File: src/rtl/seqpm_pkg.sv
package seqpm_pkg;

  typedef enum logic [1:0] {
    PM_NORMAL    = 2'b00,
    PM_AUTO_STBY = 2'b01,
    PM_AUTO_SHDN = 2'b10,
    PM_FULL_OFF  = 2'b11
  } pm_e;

  typedef enum logic [1:0] {
    PS_ON      = 2'b00,
    PS_SLEEP   = 2'b01,
    PS_FULL    = 2'b10,
    PS_RELEASE = 2'b11
  } pstate_e;

  localparam logic [1:0] SEQ_ROTATE = 2'b10;

  // automatic modes drop power at the end of a valid conversion
  function automatic logic pm_is_auto(input logic [1:0] pm);
    return (pm == PM_AUTO_STBY) || (pm == PM_AUTO_SHDN);
  endfunction

  // sequencing needs the rotate pattern and a non-zero last channel
  function automatic logic seq_engaged(input logic [1:0] seq, input logic addr_nz);
    return (seq == SEQ_ROTATE) && addr_nz;
  endfunction

endpackage

File: src/rtl/seqpm_cfg_regs.sv
module seqpm_cfg_regs
  import seqpm_pkg::*;
#(
  parameter int CH_W = 1
) (
  input  logic            clk,
  input  logic            rst_n,
  input  logic            cfg_wr,
  input  logic [1:0]      pm_in,
  input  logic [1:0]      seq_in,
  input  logic [CH_W-1:0] addr_in,
  input  logic            coding_in,
  input  logic            int_ref_in,
  output logic [1:0]      pm_q,
  output logic [CH_W-1:0] addr_q,
  output logic            coding_q,
  output logic            ref_q,
  output logic            ref_change,
  output logic            seq_enter,
  output logic            seq_on
);

  logic [1:0] seq_q;
  logic       seq_next;

  always_ff @(posedge clk or negedge rst_n) begin
    if (!rst_n) begin
      pm_q     <= PM_NORMAL;
      seq_q    <= 2'b00;
      addr_q   <= '0;
      coding_q <= 1'b0;
      ref_q    <= 1'b0;
    end else if (cfg_wr) begin
      pm_q     <= pm_in;
      seq_q    <= seq_in;
      addr_q   <= addr_in;
      coding_q <= coding_in;
      ref_q    <= int_ref_in;
    end
  end

  assign seq_on     = seq_engaged(seq_q, addr_q != '0);
  assign seq_next   = seq_engaged(seq_in, addr_in != '0);
  assign seq_enter  = cfg_wr && seq_next && !seq_on;
  assign ref_change = cfg_wr && (int_ref_in != ref_q);

endmodule

File: src/rtl/seqpm_pwr_fsm.sv
module seqpm_pwr_fsm
  import seqpm_pkg::*;
(
  input  logic       clk,
  input  logic       rst_n,
  input  logic       cfg_wr,
  input  logic [1:0] pm_in,
  input  logic [1:0] pm_q,
  input  logic       ref_q,
  input  logic       ref_change,
  input  logic       conv_done,
  input  logic       cs_fall,
  input  logic       cs_rise,
  output pstate_e    state,
  output logic       wake_evt,
  output logic       stale,
  output logic       core_pwr_en,
  output logic       ref_pwr_en
);

  pstate_e nxt;

  always_comb begin
    nxt = state;
    unique case (state)
      PS_ON:      if (conv_done && !stale && pm_is_auto(pm_q)) nxt = PS_SLEEP;
      PS_SLEEP:   if (cs_fall) nxt = PS_ON;
      PS_FULL:    if (cfg_wr && (pm_in != PM_FULL_OFF)) nxt = PS_RELEASE;
      PS_RELEASE: if (cs_rise) nxt = PS_ON;
    endcase
    if (cfg_wr && (pm_in == PM_FULL_OFF)) nxt = PS_FULL;
  end

  assign wake_evt = ((state == PS_SLEEP) || (state == PS_RELEASE)) && (nxt == PS_ON);

  always_ff @(posedge clk or negedge rst_n) begin
    if (!rst_n) begin
      state <= PS_ON;
      stale <= 1'b0;
    end else begin
      state <= nxt;
      if (wake_evt || ref_change)
        stale <= 1'b1;
      else if (conv_done && (state == PS_ON))
        stale <= 1'b0;
    end
  end

  assign core_pwr_en = (state == PS_ON);
  assign ref_pwr_en  = ref_q &&
                       ((state == PS_ON) || ((state == PS_SLEEP) && (pm_q == PM_AUTO_STBY)));

endmodule

File: src/rtl/seqpm_ch_seq.sv
module seqpm_ch_seq #(
  parameter int NUM_CH = 2,
  parameter int CH_W   = 1
) (
  input  logic            clk,
  input  logic            rst_n,
  input  logic            seq_on,
  input  logic            seq_enter,
  input  logic [CH_W-1:0] addr_q,
  input  logic            conv_done,
  output logic [CH_W-1:0] next_ch,
  output logic            ptr_wrap
);

  localparam logic [CH_W-1:0] LAST_CH = CH_W'(NUM_CH - 1);

  logic [CH_W-1:0] ptr;

  // pointer rolls back to 0 past the address (and past the channel count)
  function automatic logic [CH_W-1:0] step_ptr(input logic [CH_W-1:0] p,
                                               input logic [CH_W-1:0] last);
    if ((p >= last) || (p >= LAST_CH)) return '0;
    return p + 1'b1;
  endfunction

  assign ptr_wrap = seq_on && conv_done && (step_ptr(ptr, addr_q) == '0);

  always_ff @(posedge clk or negedge rst_n) begin
    if (!rst_n)
      ptr <= '0;
    else if (seq_enter)
      ptr <= '0;
    else if (seq_on && conv_done)
      ptr <= step_ptr(ptr, addr_q);
  end

  assign next_ch = seq_on ? ptr : addr_q;

endmodule

File: src/rtl/seqpm_ctrl.sv
module seqpm_ctrl
  import seqpm_pkg::*;
#(
  parameter int NUM_CH = 2,
  parameter int CH_W   = (NUM_CH > 1) ? $clog2(NUM_CH) : 1
) (
  input  logic            clk,
  input  logic            rst_n,
  input  logic            cfg_wr,
  input  logic [1:0]      pm_in,
  input  logic [1:0]      seq_in,
  input  logic [CH_W-1:0] addr_in,
  input  logic            coding_in,
  input  logic            int_ref_in,
  input  logic            conv_done,
  input  logic            cs_fall,
  input  logic            cs_rise,
  output logic [CH_W-1:0] next_ch,
  output logic            coding_sel,
  output logic            int_ref_sel,
  output logic            core_pwr_en,
  output logic            ref_pwr_en,
  output logic            result_valid
);

  logic [1:0]      pm_q;
  logic [CH_W-1:0] addr_q;
  logic            ref_change;
  logic            seq_enter;
  logic            seq_on;
  logic            wake_evt;
  logic            stale;
  logic            ptr_wrap;
  pstate_e         pstate;

  seqpm_cfg_regs #(.CH_W(CH_W)) u_cfg (
    .clk        (clk),
    .rst_n      (rst_n),
    .cfg_wr     (cfg_wr),
    .pm_in      (pm_in),
    .seq_in     (seq_in),
    .addr_in    (addr_in),
    .coding_in  (coding_in),
    .int_ref_in (int_ref_in),
    .pm_q       (pm_q),
    .addr_q     (addr_q),
    .coding_q   (coding_sel),
    .ref_q      (int_ref_sel),
    .ref_change (ref_change),
    .seq_enter  (seq_enter),
    .seq_on     (seq_on)
  );

  seqpm_pwr_fsm u_pwr (
    .clk         (clk),
    .rst_n       (rst_n),
    .cfg_wr      (cfg_wr),
    .pm_in       (pm_in),
    .pm_q        (pm_q),
    .ref_q       (int_ref_sel),
    .ref_change  (ref_change),
    .conv_done   (conv_done),
    .cs_fall     (cs_fall),
    .cs_rise     (cs_rise),
    .state       (pstate),
    .wake_evt    (wake_evt),
    .stale       (stale),
    .core_pwr_en (core_pwr_en),
    .ref_pwr_en  (ref_pwr_en)
  );

  seqpm_ch_seq #(.NUM_CH(NUM_CH), .CH_W(CH_W)) u_seq (
    .clk       (clk),
    .rst_n     (rst_n),
    .seq_on    (seq_on),
    .seq_enter (seq_enter),
    .addr_q    (addr_q),
    .conv_done (conv_done),
    .next_ch   (next_ch),
    .ptr_wrap  (ptr_wrap)
  );

  assign result_valid = !stale;

endmodule

File: config.mk
export PLATFORM = sky130hd
export DESIGN_NAME = seqpm_ctrl
export DESIGN_NICKNAME = d
export VERILOG_FILES = /design/src/rtl/seqpm_pkg.sv /design/src/rtl/seqpm_cfg_regs.sv /design/src/rtl/seqpm_pwr_fsm.sv /design/src/rtl/seqpm_ch_seq.sv /design/src/rtl/seqpm_ctrl.sv
export SDC_FILE = /design/constraint.sdc
export NUM_CORES = 1
export LEC_CHECK = 0
export BUFFER_PORTS_ARGS = -buffer_cell sky130_fd_sc_hd__buf_2
export CAP_MARGIN = 10
export CORE_MARGIN = 2
export CORE_UTILIZATION = 35
export DETAILED_ROUTE_END_ITERATION = 8
export GPL_ROUTABILITY_DRIVEN = 0
export MAX_ROUTING_LAYER = met4
export SKIP_CTS_REPAIR_TIMING = 1
export SLEW_MARGIN = 20
export SYNTH_ARGS = -nofsm -noshare
export SYNTH_HDL_FRONTEND = slang
export SYNTH_SLANG_ARGS = --single-unit
File: constraint.sdc
create_clock -name clk -period 3.5 [get_ports clk]
set_input_delay 0.35 -clock clk [delete_from_list [all_inputs] [get_ports clk]]
set_output_delay 0.35 -clock clk [all_outputs]
set_load 0.02 [all_outputs]
==> summary.md, run 1 <==
| Metric | Value |
|---|---|
| CTS H-tree lvls | `1` |
| Endpoints failing setup | `0` |
| X dimension of the die | `42.9 um` |
| Pins Over Slew Limit | `0` |
| Fin Clk Skew | `0.00163 ns` |
| Clock transition at path regs | `0.06 ns` |
| Delay of the slowest cell on the worst path | `0.36 ns` |
| PortBufs | `18` |
| Synth Cell Area | `531 um^2` |
| Sequential share of the synthesized area | `0.519` |
| Power density of the placed cells | `609 nW/um^2` |
| Worst Path Arrival | `1.20 ns` |
| Hold Path Class | `in2reg` |
| Unrepaired setup endpoints after global routing | `false` |
| All-Layer GR Usage | `0.133` |
| Average cell area after synthesis | `11.1 um^2` |
| Final WS setup | `1.95 ns` |
| Die area | `1840 um^2` |
| Minimum clock period after layout | `1.55 ns` |
| Post-Place Setup Slack | `2.18 ns` |
| First-pass GRT wire length | `1.68 mm` |
| Count of buffer and inverter cells on the critical path | `2` |
| Drc violations | `0` |
| Least-Margin Pin Slew | `0.222 ns` |
| Rel. slew slack | `0.850` |
| Critical path launch point type | `flop` |
| Cell leakage power | `0.334 nW` |
| Final critical-path share of the clock period | `0.443` |
| Required time at the worst-slack endpoint | `3.15 ns` |
| Routed wire length | `959 um` |
| Sequence of cells on the critical path | `inv_1 > ha_1 > nor2b_1 > nor3b_1 > buf_2` |
| Maximum clock frequency | `645 MHz` |
| Status | `completed` |
| Die Span Y | `42.9 um` |
| Cell with the largest stage delay on the worst path | `dfrtp_1` |
| Asr flop ratio synth | `1.00` |
| Number of antenna violations at the first check in global routing | `0` |
| Yosys top cell by area | `dfrtp_1` |
| Number of global-route vias before repair | `397` |
| Layout Nets | `85` |
| Prevailing post-synth register cell | `dfrtp_1` |
| Clock tree from TritonCTS | `yes` |
| Number of register bits inferred by synthesis | `11` |
| Std-Cell Core Area | `1450 um^2` |
| Initial cell density of the core | `0.365` |
| Total clock buffers created by CTS | `3` |
| Routed via count | `417` |
| Main area contributors after synthesis | `dfrtp_1 (52%), mux2_2 (6.4%), mux2_1 (4.2%)` |
| Worst-case clock buffer depth | `2` |
| Final hold viol count | `0` |
| Netlist cell types | `26` |
| Warnings, synthesis | `0` |
| Detailed placement HPWL | `782 um` |
| Detailed Route Iter0 Violations | `6` |
| ANT cells | `0` |
| Max-cap check violation count | `0` |
| Number of instances in the synthesized netlist | `48` |
| Clock tree sinks | `11` |
| I/O pin count | `19` |
| Proportion of layout cells with a drive suffix above 1 | `0.357` |
| Category of the most critical setup path | `reg2out` |
| Top delay family on crit path | `flip-flops` |
| Clock insertion delay at the later pin of the skew report | `0.26 ns` |
| Post-Synthesis Net Count | `62` |
| Setup tns final | `0 ns` |
| Element type at the critical path end | `output port` |
| Vias per cell | `4.85` |
| Layout Area Growth over Synthesis | `26.7%` |
| Root Buffer Master | `clkbuf_4` |
| Total global routing overflow | `0` |
| Portion of synthesized cell area occupied by the leading cell type | `0.519` |
| Post-synth EDFFs | `0` |
| # rows | `14` |
| Pin count of the biggest net entering global routing | `13` |
| Largest fanout on the critical path | `2` |
| Detail Route Antenna Nets | `0` |
| Length of the first detailed-routing pass in iterations | `4` |
| Avg WL per Cell | `11.2 um` |
| Worst vdd ir | `271 uV` |
-- cells in the mapped netlist, types with 2 or more instances --
cell	instances
dfrtp_1	11
nand2_1	5
inv_1	4
mux2_2	3
mux2_1	2
nand3b_1	2
o21ai_0	2
-- report_power, final --
part,leakage (nW),internal [W],total [W],switching [W]
clock network,0.0150,0.0000440,0.0000823,0.0000383
logic,0.188,0.0000644,0.000137,0.0000730
registers,0.130,0.000156,0.000189,0.0000329
-- placed cells by master, fill, tap and decap left out, types with 2 or more instances in the layout --
| cell | synthesis | final |
|---|---|---|
| mux2_1 | 2 | 2 |
| o21ai_0 | 2 | 2 |
| mux2_2 | 3 | 3 |
| buf_2 | 1 | 18 |
| inv_1 | 4 | 4 |
| nand2_1 | 5 | 5 |
| dfrtp_1 | 11 | 11 |
| clkbuf_4 | 0 | 3 |
| nand3b_1 | 2 | 2 |
-- layout make-up --
class | count | area (um^2)
Clock buffer | 4 | 26.3
Fill cell | 139 | 782
Inverter | 4 | 15.0
Multi-Input combinational cell | 32 | 235
Sequential cell | 11 | 275
Tap cell | 16 | 20.0
Timing Repair Buffer | 19 | 100
-- layer usage --
metal	GRT usage	up-vias	part of all wire
met4	0.0545	0	0.013
met5	-	-	0
li1	-	215	-
met1	0.155	192	0.46
met2	0.194	8	0.47
met3	0.0681	2	0.050
-- kinds of logic (layout without fill, tap and decap cells) --
family,Yosys count,count (layout),share of synthesized area
compound gates,9,9,0.120
xor+xnor,2,2,0.0330
fa+ha+maj,1,1,0.0236
buf+inv,5,27,0.0377
flops,11,11,0.519
mux,6,6,0.125
simple gates,14,14,0.142
-- final timing paths --
check / slack (ns) / cells after the start / start / to
min in group asynchronous: 0.48 / 2 / rst_n / u_pwr.state[1]
max reg2reg: 2.18 / 4 / u_cfg.pm_q[0] / u_pwr.stale
max: 1.95 / 5 / u_cfg.pm_q[1] / ref_pwr_en
min: 0.31 / 2 / coding_in / u_cfg.coding_q
min reg2reg: 0.48 / 1 / u_cfg.coding_q / u_cfg.coding_q
max in group asynchronous: 2.82 / 2 / rst_n / u_cfg.ref_q
-- per-stage QoR --
stage	total power, W	util	instance area (um^2)	hold slack, ns	std cells
2_1_floorplan	0.000283	-	531	0.0544	48
3_3_place_gp	0.000331	0.437	636	0.231	81
3_5_place_dp	0.000330	0.437	636	0.232	81
4_1_cts	0.000415	0.455	662	-0.0562	85
5_1_grt	0.000445	0.462	672	0.292	86
6_report	0.000409	0.462	672	0.311	86
-- registers in the layout (all words and copies together), names as in the netlist --
name            count
u_cfg.addr_q        1
u_cfg.coding_q      1
u_cfg.pm_q          2
u_cfg.ref_q         1
u_cfg.seq_q         2
u_pwr.stale         1
u_pwr.state         2
u_seq.ptr           1
Note: power is estimated with default switching activity, not from simulation.
==> inputs of run 2 (changes only) <==
==> constraint.sdc (replaced) <==
create_clock -name clk -period 1.4 [get_ports clk]
set_input_delay 0.14 -clock clk [delete_from_list [all_inputs] [get_ports clk]]
set_output_delay 0.14 -clock clk [all_outputs]
set_load 0.02 [all_outputs]
==> run 2 against run 1 <==
Clock skew grew 0.00063 ns. Clock-buffer cell count unchanged. Cell count stayed put. Largest power group unchanged. Core utilization grew 1.8 points. Sequential share of layout area is 1.4 points lower. Die area unchanged. Highest routed layer unchanged. Combinational power grew to 2.7 times the previous value. Via count grew 4.1%. Flip-flop and latch count did not move.
==> summary.md, run 2 (same netlist as run 1, synthesis figures left out) <==
| Metric | Value |
|---|---|
| Status | `completed` |
| Source of the critical timing path | `u_cfg.pm_q[1]` |
| Fin Clk Skew | `0.00226 ns (+0.000628 ns)` |
| Clock tree from TritonCTS | `yes` |
| Top delay family on crit path | `flip-flops` |
| Rel. slew slack | `0.843 (-0.00621)` |
| Layout Nets | `85 (unchanged)` |
| Biggest registers after layout | `u_cfg.pm_q x2, u_cfg.seq_q x2, u_pwr.state x2` |
| Vias per cell | `5.05 (+4.1%)` |
| Critical path launch point type | `flop` |
| Total clock buffers created by CTS | `3 (unchanged)` |
| Minimum clock period after layout | `1.35 ns` |
| CTS H-tree lvls | `1 (unchanged)` |
| Leading cell type in the layout, fill and taps excluded | `buf_2` |
| Maximum clock frequency | `739 MHz` |
| All-Layer GR Usage | `0.131 (-0.00181)` |
| PortBufs | `18 (unchanged)` |
| X dimension of the die | `42.9 um (unchanged)` |
| # rows | `14 (unchanged)` |
| Unrepaired setup endpoints after global routing | `false` |
| Layout Area Growth over Synthesis | `31.6%` |
| Routed wire length | `1.03 mm (+7.0%)` |
| Filler instances | `131 (-5.8%)` |
| Finished Core Util | `0.480 (+0.0181)` |
| Die area | `1840 um^2 (unchanged)` |
| Required time at the worst-slack endpoint | `1.26 ns (-1.89 ns)` |
| Flop-to-flop setup slack | `0.07 ns (-2.11 ns)` |
| Routed via count | `434 (+4.1%)` |
| Hold Path Class | `in2reg` |
| Sequence of cells on the critical path | `inv_2 > ha_4 > nor2b_4 > nor3b_2 > buf_2` |
| Delay of the slowest cell on the worst path | `0.37 ns (about the same)` |
| Post-Place Setup Slack | `0.0428 ns (-2.14 ns)` |
| Final WS setup | `0.0467 ns (-1.90 ns)` |
| Clock tree sinks | `11 (unchanged)` |
| Critical Path Sink | `ref_pwr_en` |
| Length of the first detailed-routing pass in iterations | `4 (unchanged)` |
| Number of antenna violations at the first check in global routing | `0 (unchanged)` |
| Max-cap check violation count | `0 (unchanged)` |
| Initial cell density of the core | `0.365 (unchanged)` |
| Pin count of the biggest net entering global routing | `13 (unchanged)` |
| I/O pin count | `19 (unchanged)` |
| Count of buffer and inverter cells on the critical path | `2 (unchanged)` |
| Proportion of layout cells with a drive suffix above 1 | `0.429 (+0.0714)` |
| Setup tns final | `0 ns (unchanged)` |
| Beginning of the worst register-to-register path | `u_cfg.pm_q[0]` |
| Std-Cell Core Area | `1450 um^2 (unchanged)` |
| Worst vdd ir | `502 uV (+85%)` |
| First-pass GRT wire length | `1.73 mm (+2.9%)` |
| Final critical-path share of the clock period | `0.967` |
| Cell with the largest stage delay on the worst path | `dfrtp_1` |
| Endpoint of the worst register-to-register path | `u_pwr.stale` |
| Detailed placement HPWL | `792 um (+1.3%)` |
| Detail Route Antenna Nets | `0 (unchanged)` |
| Pins Over Slew Limit | `0 (unchanged)` |
| Power density of the placed cells | `1530 nW/um^2 (+150%)` |
| Root Buffer Master | `clkbuf_4` |
| Commonest cells after routing, fill and taps aside | `buf_2 (18), dfrtp_1 (10), nand2_1 (5)` |
| Clock insertion delay at the later pin of the skew report | `0.26 ns (about the same)` |
| Avg WL per Cell | `11.9 um (+7.0%)` |
| Total global routing overflow | `0 (unchanged)` |
| Drc violations | `0 (unchanged)` |
| Cell leakage power | `0.337 nW (+0.97%)` |
| Depth of the critical timing path with buffers and inverters included | `5 (unchanged)` |
| Worst Path Arrival | `1.21 ns (about the same)` |
| Reg2reg path depth | `4 (unchanged)` |
| Largest fanout on the critical path | `2 (unchanged)` |
| ANT cells | `0 (unchanged)` |
| Final hold viol count | `0 (unchanged)` |
| Category of the most critical setup path | `reg2out` |
| Least-Margin Pin Slew | `0.231 ns (+0.00917 ns)` |
| Die Span Y | `42.9 um (unchanged)` |
| Clock transition at path regs | `0.08 ns (+0.02 ns)` |
| Multi-input gate area | `260 um^2 (+11%)` |
| Detailed Route Iter0 Violations | `5 (-1)` |
| Register Area | `277 um^2 (+0.45%)` |
| Number of global-route vias before repair | `436 (+9.8%)` |
| Endpoints failing setup | `0 (unchanged)` |
| Worst-case clock buffer depth | `2 (unchanged)` |
| Element type at the critical path end | `output port` |
==> run 2: worst min-delay path by stage <==
stage | endpoint | startpoint | cells past startpoint | slack, ns
after floorplan | u_cfg.addr_q | rst_n | 0 | -0.16
after global placement | u_cfg.coding_q | rst_n | 1 | 0.02
after detailed placement | u_cfg.addr_q | rst_n | 1 | 0.03
after CTS | u_cfg.addr_q | rst_n | 1 | -0.27
after global routing | u_cfg.coding_q | coding_in | 2 | 0.11
final | u_cfg.coding_q | coding_in | 2 | 0.09
==> run 2: cell type report <==
cell class,instances,area share
inverter,4,0.0215
clock buffer,4,0.0376
sequential,11,0.396
timing repair buffer,19,0.143
tap,16,0.0287
multi-input combinational,32,0.373
==> run 2: where the power goes <==
part / switching [W] / internal, W
Sequential: 0.0000830 / 0.000394
Combinational: 0.000192 / 0.000181
Clock: 0.000111 / 0.000110
==> run 2: per-layer routing <==
metal / vias to the layer above / routed length [um] / global-route usage
li1: 217 / - / -
met1: 206 / 466 / 0.152
met2: 9 / 510 / 0.212
met3: 2 / 34 / 0.0128
met4: 0 / 14 / 0.0909
met5: - / 0 / -
==> run 2: per-stage QoR <==
step	instances	area [um^2]	power (W)	hold slack [ns]
floorplan	48	531	0.000708	-0.156
global placement	81	636	0.000824	0.0200
detailed placement	81	636	0.000826	0.0264
CTS	85	662	0.00105	-0.266
global route	86	698	0.00114	0.109
finish	86	698	0.00107	0.0918
==> run 2: worst register-to-register path, cell delays in order, from the launching register on <==
cell and delay (ns):
dfrtp_1 0.42, ha_4 0.25, nor2_1 0.09, a32oi_1 0.12
a221o_1 0.33
